**config.mk**
```make
export PLATFORM = sky130hd
export DESIGN_NAME = pwm_timer8
export DESIGN_NICKNAME = d
export VERILOG_FILES = /design/src/rtl/pwm_timer8_pkg.sv /design/src/rtl/pwm_cnt_fsm.sv /design/src/rtl/pwm_cmp_bank.sv /design/src/rtl/pwm_wave_out.sv /design/src/rtl/pwm_timer8.sv
export SDC_FILE = /design/constraint.sdc
export NUM_CORES = 1
export LEC_CHECK = 0
export BUFFER_PORTS_ARGS = -buffer_cell sky130_fd_sc_hd__buf_2
export CORE_ASPECT_RATIO = 0.6
export CORE_MARGIN = 3
export CORE_UTILIZATION = 54
export CTS_CLUSTER_SIZE = 20
export DETAILED_ROUTE_END_ITERATION = 12
export MAX_ROUTING_LAYER = met4
export PLACE_DENSITY = 0.74
export SETUP_SLACK_MARGIN = 0.15
export SLEW_MARGIN = 40
export SYNTH_ARGS = -nofsm -noshare
export SYNTH_HDL_FRONTEND = slang
export SYNTH_SLANG_ARGS = --single-unit
```
**constraint.sdc**
```tcl
create_clock -name clk -period 3.5 [get_ports clk]
set_input_delay 0.175 -clock clk [delete_from_list [all_inputs] [get_ports clk]]
set_output_delay 0.175 -clock clk [all_outputs]
set_load 0.01 [all_outputs]
```
**src/rtl/pwm_timer8_pkg.sv**
```systemverilog
package pwm_timer8_pkg;

    typedef enum logic [1:0] {
        KIND_NORMAL,
        KIND_CTC,
        KIND_FAST,
        KIND_PHASE
    } cnt_kind_e;

    typedef enum logic {
        ST_UP,
        ST_DOWN
    } dir_state_e;

    function automatic cnt_kind_e decode_kind(input logic [2:0] m);
        cnt_kind_e k;
        unique case (m)
            3'd1, 3'd5: k = KIND_PHASE;
            3'd2:       k = KIND_CTC;
            3'd3, 3'd7: k = KIND_FAST;
            default:    k = KIND_NORMAL;
        endcase
        return k;
    endfunction

    function automatic logic top_is_cmp_a(input logic [2:0] m);
        return (m == 3'd2) || (m == 3'd5) || (m == 3'd7);
    endfunction

endpackage

```
**src/rtl/pwm_cnt_fsm.sv**
```systemverilog
module pwm_cnt_fsm
    import pwm_timer8_pkg::*;
#(
    parameter int W = 8
) (
    input  logic         clk,
    input  logic         rst_n,
    input  logic         tick,
    input  cnt_kind_e    kind,
    input  logic [W-1:0] top,
    output logic [W-1:0] count,
    output logic         at_top,
    output logic         at_bottom,
    output logic         dir_up
);
    localparam logic [W-1:0] ONE = W'(1);

    dir_state_e   state_q, state_d;
    logic [W-1:0] cnt_q, cnt_d;

    always_ff @(posedge clk) begin
        if (!rst_n) begin
            state_q <= ST_UP;
        end else if (tick) begin
            state_q <= state_d;
        end
    end

    always_ff @(posedge clk) begin
        if (!rst_n) begin
            cnt_q <= '0;
        end else if (tick) begin
            cnt_q <= cnt_d;
        end
    end

    always_comb begin
        state_d = state_q;
        unique case (state_q)
            ST_UP:   if (kind == KIND_PHASE && at_top && top != '0) state_d = ST_DOWN;
            ST_DOWN: if (kind != KIND_PHASE || at_bottom) state_d = ST_UP;
        endcase
    end

    always_comb begin
        cnt_d = cnt_q + ONE;
        unique case (kind)
            KIND_PHASE: begin
                if (state_q == ST_UP) begin
                    if (at_top) cnt_d = (top == '0) ? '0 : cnt_q - ONE;
                end else begin
                    cnt_d = at_bottom ? ((top == '0) ? '0 : ONE) : cnt_q - ONE;
                end
            end
            KIND_FAST, KIND_CTC: if (at_top) cnt_d = '0;
            KIND_NORMAL: cnt_d = cnt_q + ONE;
        endcase
    end

    always_comb begin
        count     = cnt_q;
        at_top    = (cnt_q == top);
        at_bottom = (cnt_q == '0);
        dir_up    = (state_q == ST_UP) || at_bottom;
    end

endmodule

```
**src/rtl/pwm_cmp_bank.sv**
```systemverilog
module pwm_cmp_bank #(
    parameter int W = 8,
    parameter int N = 2
) (
    input  logic                clk,
    input  logic                rst_n,
    input  logic [N-1:0]        wr,
    input  logic [W-1:0]        wdata,
    input  logic                immediate,
    input  logic                load,
    output logic [N-1:0][W-1:0] act
);
    for (genvar i = 0; i < N; i++) begin : g_ch
        logic [W-1:0] buf_q, act_q;

        always_ff @(posedge clk) begin
            if (!rst_n) begin
                buf_q <= '0;
                act_q <= '0;
            end else begin
                if (wr[i]) buf_q <= wdata;
                if (wr[i] && immediate) act_q <= wdata;
                else if (load) act_q <= buf_q;
            end
        end

        assign act[i] = act_q;
    end

endmodule

```
**src/rtl/pwm_wave_out.sv**
```systemverilog
module pwm_wave_out
    import pwm_timer8_pkg::*;
#(
    parameter int W = 8
) (
    input  logic         clk,
    input  logic         rst_n,
    input  logic         tick,
    input  cnt_kind_e    kind,
    input  logic [1:0]   com,
    input  logic [W-1:0] count,
    input  logic [W-1:0] cmp,
    input  logic [W-1:0] top,
    input  logic         at_top,
    input  logic         at_bottom,
    input  logic         dir_up,
    output logic         pin
);
    logic q, q_d, match, special, connected;

    always_ff @(posedge clk) begin
        if (!rst_n) q <= 1'b0;
        else        q <= q_d;
    end

    always_comb begin
        match   = (count == cmp);
        special = (cmp == top) && com[1];
        q_d     = q;
        if (tick) begin
            unique case (kind)
                KIND_NORMAL, KIND_CTC: begin
                    if (match) begin
                        unique case (com)
                            2'b01:   q_d = ~q;
                            2'b10:   q_d = 1'b0;
                            2'b11:   q_d = 1'b1;
                            default: q_d = q;
                        endcase
                    end
                end
                KIND_FAST: begin
                    if (com[1]) begin
                        if (match && !special) q_d = com[0];
                        else if (at_bottom)    q_d = ~com[0];
                    end
                end
                KIND_PHASE: begin
                    if (com[1]) begin
                        if (special) begin
                            if (at_top) q_d = ~com[0];
                        end else if (match) begin
                            q_d = dir_up ? com[0] : ~com[0];
                        end
                    end
                end
            endcase
        end
    end

    always_comb begin
        connected = com[1] || (com == 2'b01 && (kind == KIND_NORMAL || kind == KIND_CTC));
        pin       = q && connected;
    end

endmodule

```
**src/rtl/pwm_timer8.sv**
```systemverilog
module pwm_timer8
    import pwm_timer8_pkg::*;
#(
    parameter int CNT_W = 8
) (
    input  logic             clk,
    input  logic             rst_n,
    input  logic             tick,
    input  logic [2:0]       wgm,
    input  logic [1:0]       com_b,
    input  logic             cmp_a_wr,
    input  logic             cmp_b_wr,
    input  logic [CNT_W-1:0] cmp_wdata,
    input  logic             ovf_clr,
    input  logic             cfa_clr,
    input  logic             cfb_clr,
    output logic [CNT_W-1:0] count,
    output logic             pin_b,
    output logic             ovf_flag,
    output logic             cfa_flag,
    output logic             cfb_flag
);
    localparam int N_CMP = 2;

    cnt_kind_e                      kind;
    logic [CNT_W-1:0]               top, cmp_a_act;
    logic [N_CMP-1:0][CNT_W-1:0]    act;
    logic                           at_top, at_bottom, dir_up, ovf_evt, pwm;
    logic [N_CMP-1:0]               flag_q, flag_clr;

    assign kind      = decode_kind(wgm);
    assign pwm       = (kind == KIND_FAST) || (kind == KIND_PHASE);
    assign cmp_a_act = act[0];
    assign top       = top_is_cmp_a(wgm) ? cmp_a_act : '1;

    pwm_cnt_fsm #(.W(CNT_W)) u_cnt (
        .clk(clk), .rst_n(rst_n), .tick(tick), .kind(kind), .top(top),
        .count(count), .at_top(at_top), .at_bottom(at_bottom), .dir_up(dir_up)
    );

    pwm_cmp_bank #(.W(CNT_W), .N(N_CMP)) u_cmp (
        .clk(clk), .rst_n(rst_n), .wr({cmp_b_wr, cmp_a_wr}), .wdata(cmp_wdata),
        .immediate(!pwm), .load(tick && at_top && pwm), .act(act)
    );

    pwm_wave_out #(.W(CNT_W)) u_wave (
        .clk(clk), .rst_n(rst_n), .tick(tick), .kind(kind), .com(com_b),
        .count(count), .cmp(act[1]), .top(top), .at_top(at_top),
        .at_bottom(at_bottom), .dir_up(dir_up), .pin(pin_b)
    );

    always_comb begin
        unique case (kind)
            KIND_NORMAL, KIND_CTC: ovf_evt = (count == '1);
            KIND_FAST:             ovf_evt = at_top;
            KIND_PHASE:            ovf_evt = at_bottom;
        endcase
    end

    always_ff @(posedge clk) begin
        if (!rst_n)                ovf_flag <= 1'b0;
        else if (tick && ovf_evt)  ovf_flag <= 1'b1;
        else if (ovf_clr)          ovf_flag <= 1'b0;
    end

    assign flag_clr = {cfb_clr, cfa_clr};

    for (genvar i = 0; i < N_CMP; i++) begin : g_flag
        always_ff @(posedge clk) begin
            if (!rst_n)                          flag_q[i] <= 1'b0;
            else if (tick && count == act[i])    flag_q[i] <= 1'b1;
            else if (flag_clr[i])                flag_q[i] <= 1'b0;
        end
    end

    assign cfa_flag = flag_q[0];
    assign cfb_flag = flag_q[1];

endmodule

```
# == After elaboration in Yosys (flattened, before gate mapping) ==
# Cells that the tools add are included.
# op_classes
n_addsub,2
n_mul,0
n_div,0
magnitude_cmp,0
n_eq_ne,24
shifts,0
mux,34
bitwise,3
n_reduce_logical,36
# op_table
cell,count
8-bit 2-to-1 mux,10
8-bit == test,4
8-bit one-hot mux with 3 select lines,1
1-bit 2-to-1 mux,18
8-bit logical NOT,2
1-bit logical AND,13
2-bit nonzero test,5
1-bit one-hot mux with 3 select lines,3
8-bit by 1-bit adder with 8-bit output (second input constant),1
2-bit == test (second input constant),4
8-bit == test (second input constant),1
8-bit AND reduction,1
8-bit nonzero test,1
2-bit OR reduction,4
8-bit by 1-bit subtractor with 8-bit output (second input constant),1
1-bit logical OR,7
3-bit by 2-bit == test with 1-bit output (second input constant),2
3-bit == test (second input constant),2
2-bit inequality test (second input constant),3
2-bit one-hot mux with 3 select lines,1
2-bit by 1-bit == test with 1-bit output (second input constant),2
4-bit by 3-bit inequality test with 1-bit output (second input constant),1
3-bit by 1-bit == test with 1-bit output (second input constant),1
3-bit by 1-bit inequality test with 1-bit output (second input constant),1
7 further kinds,10
# totals
regBits,45
latch_bits,0
ramBits,0
rom_bits,0
input_bits,21
output_inout_bits,12
n_memories,0

# == Logic depth before layout (Yosys ltp) ==
# logic_depth
ltp_word,11
depth_mapped,12
mapped_depth_nobuf,10

# == By module ==
# A second synthesis with hierarchy kept.
# unflattened
hier_cells,380
area_unflattened_um2,3330.7
# modules_own_cells
module,n_inst,cells_each,area_each_um2
pwm_cmp_bank,1,126,1407.6
pwm_cnt_fsm,1,149,1122.3
pwm_timer8,1,53,404.1
pwm_wave_out,1,52,396.6

# == Worst setup path after synthesis ==
# Ideal clock, no wire load.
# synth_timing
path_type,register -> register
startpoint,reg u_cnt.cnt_q[0] (netlist: u_cnt.count[0])
endpoint,reg u_wave.q
arrival_time_ns,2.484
path_slack_ns,0.889
stages_incl_launch_ff,11
n_path_buf,1
cell_sequence,dfxtp_1 > clkbuf_1 > inv_1 > ha_1 > nand2b_1 > or4_1 > nor3_1 > o2bb2ai_1 > or4b_1 > nand3_1 > mux2i_1
# synth_via
elab_chain_cells,7
elab_cells_between_ends,17
cone_classes,6 x eq/ne; 7 x mux; 4 x reduce/logical
# synth_rtl
item,line_no,text
start: declaration,pwm_cnt_fsm.sv:19,"logic [W-1:0] cnt_q, cnt_d;"
start signal: assignment,pwm_cnt_fsm.sv:33,cnt_q <= cnt_d;
8-bit logical NOT,pwm_cnt_fsm.sv:63,at_bottom = (cnt_q == '0);
1-bit logical OR,pwm_cnt_fsm.sv:64,dir_up = (state_q == ST_UP) || at_bottom;
1-bit 2-to-1 mux,pwm_wave_out.sv:53,q_d = dir_up ? com[0] : ~com[0];
1-bit 2-to-1 mux,pwm_wave_out.sv:52,end else if (match) begin
1-bit 2-to-1 mux,pwm_wave_out.sv:50,if (special) begin
1-bit 2-to-1 mux,pwm_wave_out.sv:49,if (com[1]) begin
1-bit one-hot mux with 3 select lines,pwm_wave_out.sv:31,unique case (kind)
end signal: assignment,pwm_wave_out.sv:23,else q <= q_d;
end: declaration,pwm_wave_out.sv:19,"logic q, q_d, match, special, connected;"
# Parallel ways exist; a longest one is shown, timed or not. The select of a mux whose other input is x is not followed.
# A chain may end at the register's enable or synchronous reset.

# == Final worst setup path ==
# layout_timing
startpoint,reg u_cnt.cnt_q[0] (netlist: u_cnt.count[0])
endpoint,reg u_cnt.cnt_q[7] (netlist: u_cnt.count[7])
# layout_via
elab_chain_cells,5
elab_cells_between_ends,10
cone_classes,2 x add/sub; 1 x eq/ne; 6 x mux; 1 x reduce/logical
# layout_rtl
item,line_no,text
8-bit by 1-bit subtractor with 8-bit output,"pwm_cnt_fsm.sv:50, pwm_cnt_fsm.sv:52",
8-bit 2-to-1 mux (2 in a row),pwm_cnt_fsm.sv:50,if (at_top) cnt_d = (top == '0) ? '0 : cnt_q - ONE;
8-bit 2-to-1 mux,pwm_cnt_fsm.sv:49,if (state_q == ST_UP) begin
8-bit one-hot mux with 3 select lines (*),pwm_cnt_fsm.sv:47,unique case (kind)
# Mark *: on every way between the ends. The rest lies on a longest branch, timed or not.

==> results.yml <==
worst_setup_path:
  max_stage_delay_ns: 0.63
  cp_slowest_cell: "nor3_1"
  start_kind: "flip-flop"
  critPathCapture: "u_cnt.count[7]$_SDFFE_PN0P_"
  worstReg2RegStart: "u_cnt.count[0]$_SDFFE_PN0P_"
  crit_type: "flip-flop to flip-flop"
  crit_path_end_kind: "flip-flop"
  crit_path_start: "u_cnt.count[0]$_SDFFE_PN0P_"
  crit_family: "simple AND/OR/NAND/NOR gates"
  cp.required_ns: 3.68
  crit_fanout: 11
  cp.depth: 10
  rr_endpoint: "u_cnt.count[7]$_SDFFE_PN0P_"
  cpMostUsedCell: "nor2_1"
  crit_arrival_ns: 3.30
  crit_path_cell_trace: "inv_1 > ha_1 > nand2b_1 > or4_1 > nor3_1 > nor3b_1 > a21oi_1 > nor2_1 > a221oi_1 > nor2_1"
  path_buf_inv: 1
  reg2reg_depth: 10
  reg2reg_slack_ns: 0.38
synth:
  synthSimpleGateAreaFrac_pct: 22.51
  async_reset_ff_share_pct: 0
  synth-xor-area-share_pct: 6.027
  synth_cells: 377
  synth_cell_types: 55
  synth_top_family_by_area: "simple AND/OR/NAND/NOR gates"
  ys_seq_elements: 45
  syn_area_per_cell_sq_um: 8.095
  yosys_warnings: 0
  synth_nets: 402
  ys_seq_area_share_pct: 29.52
  synth_compound_area_share_pct: 19.23
  synth_top_flop_cell: "dfxtp_1"
  synthAdderAreaFrac_pct: 1.640
  synth_area_sq_um: 3052
  synth.area.mux_share_pct: 12.92
  synth_edf_count: 0
final_layout:
  nets: 407
  filler_cell_count: 463
  multi_input_area_sq_um: 1902
  final_cell_area_sq_um: 3199
  area_delta_synth_final_pct: 4.838
  fin_util_pct: 60.88
  drive_above_1_share_pct: 13.58
  n_antenna_cell: 0
  seqCellArea_sq_um: 900.9
  layout_common_cells: "nor2_1, dfxtp_1, mux2i_1, buf_2, nand2_1"
  final_common_cell: "nor2_1"
global_route:
  grt_usage_pct: 25.48
  antenna_found_initial: 0
  grt_pass1_vias: 2476
  grt_max_degree: 39
  overflow: 0
  grt_pass1_wl_um: 12930
routing:
  drt_iter0_drc: 270
  ant_nets: 0
  drc: 0
  avgRoutedWirePerCell_um: 17.32
  vias: 2786
  wl_met1_um: 3982
  viasPerCell: 6.205
  top_layer: "met4"
  wl_met3_um: 737
  wl_met2_um: 3016
  first_pass_iters: 5
  routed_wl_um: 7778
outcome:
  status: "completed"
sta:
  tightest_slew_ns: 0.7876
  hold_ws_ns: 0.1159
  finalSetupViolCount: 0
  fin_setup_tns_ns: 0
  hold_violations: 0
  grt_setup_unrepaired: "false"
  finClkSkew_ns: 0.01344
  fin_crit_sh_pct: 89.08
  period_minus_slack_ns: 3.118
  relSlewSlack_pct: 47.09
  max_freq_mhz: 320.7
  drv_slew: 0
clock_tree:
  cts-buffers-inserted: 5
  cts_setup_buffers: 0
  post_cts_resized: 0
  cts-root-buf: "clkbuf_8"
  cts_tree: "done"
  hold_buffers: 0
  clock_sinks: 45
  clock_latency_ns: 0.31
  max-clock-path-buffers: 2
  clk_pin_slew_ns: 0.10
  htreeDepth: 2
die:
  fp.dieW_um: 103.1
  num_rows: 20
  ioPinCount: 33
  coreArea_sq_um: 5255
  dieArea_sq_um: 6619
  initial_core_util_pct: 58.07
  fp.dieH_um: 64.23
pwr:
  p_leak_nw: 1.255
  powerDensity_nw_per_um2: 351.4
  ir_drop_mv: 0.2079
flow_run:
  cap_violations: 0
placed_design:
  place_area_sq_um: 3113
  port_buffers: 32
  dp_hpwl_um: 5688
  gp_congestion: 0.9780
hold_path:
  hp-class: "input port to flip-flop"
[power breakdown]
group / internal [W] / total, W / switching (W)
registers: 0.000540 / 0.000579 / 0.0000395
logic: 0.0000944 / 0.000218 / 0.000123
clock network: 0.000138 / 0.000327 / 0.000189
[through the flow]
step           cells  power (W)  setup WS, ns
6_report         449   0.001124        0.3822
5_1_grt          449   0.001179        0.1698
2_1_floorplan    377  0.0007442        0.8892
3_3_place_gp     441  0.0007981        0.7546
3_5_place_dp     441  0.0008029        0.5249
4_1_cts          449   0.001127        0.4683
[worst min-delay path by stage]
stage | from | to | slack, ns | cells after the start
floorplan | cmp_wdata[0] | u_cmp.g_ch[0].buf_q[0]$_SDFFE_PN0P_ | 0.32 | 2
global placement | cfa_clr | cfa_flag$_SDFFE_PN0P_ | 0.44 | 3
detailed placement | cfa_clr | cfa_flag$_SDFFE_PN0P_ | 0.45 | 3
CTS | cfa_clr | cfa_flag$_SDFFE_PN0P_ | 0.11 | 3
global route | cfa_clr | cfa_flag$_SDFFE_PN0P_ | 0.12 | 3
finish | cfa_clr | cfa_flag$_SDFFE_PN0P_ | 0.12 | 3
[synthesized netlist by cell type, types with 9 or more instances]
| cell | instances | share of area, % |
|---|---|---|
| nor2_1 | 48 | 5.9 |
| dfxtp_1 | 45 | 30 |
| mux2i_1 | 36 | 12 |
| nand2_1 | 26 | 3.2 |
| clkbuf_1 | 20 | 2.5 |
| a211oi_1 | 19 | 4.7 |
| a21oi_1 | 16 | 2.6 |
| inv_1 | 12 | 1.5 |
| xnor2_1 | 12 | 3.4 |
| o22ai_1 | 10 | 2.1 |
| o21ai_0 | 9 | 1.5 |
| xor2_1 | 9 | 2.6 |
[worst min-delay path, stage by stage]
cell and delay [ns]:
buf_2 0.07, nand2b_1 0.09, a21oi_1 0.05
[cell type report]
class                      instances  area share (%)
clock buffer                       5           2.151
clock inverter                     3          0.5475
inverter                          12           1.408
multi-input combinational        283           59.44
sequential                        45           28.16
tap                               66           2.581
timing repair buffer              35           5.710
[layer usage]
layer	global-route usage (%)	up-vias
met2	31.79	123
met4	4.362	0
met3	5.562	6
met5	-	-
met1	40.94	1303
li1	-	1354
[logic make-up after synthesis]
group,count (synthesis)
and+or+nand+nor,133
adders and majority gates,4
muxes,39
buffers and inverters,49
AOI/OAI and AO/OA,86
DFF,45
xor gates and xnor gates,21
[flip-flops by register name, summed over array words and instances, names as in the netlist]
name,flops
u_cmp.g_ch.act_q,16
u_cmp.g_ch.buf_q,16
u_cnt.count,8
cfa_flag,1
cfb_flag,1
ovf_flag,1
u_cnt.state_q,1
u_wave.q,1
No activity file was read; power rests on OpenSTA's default activity.
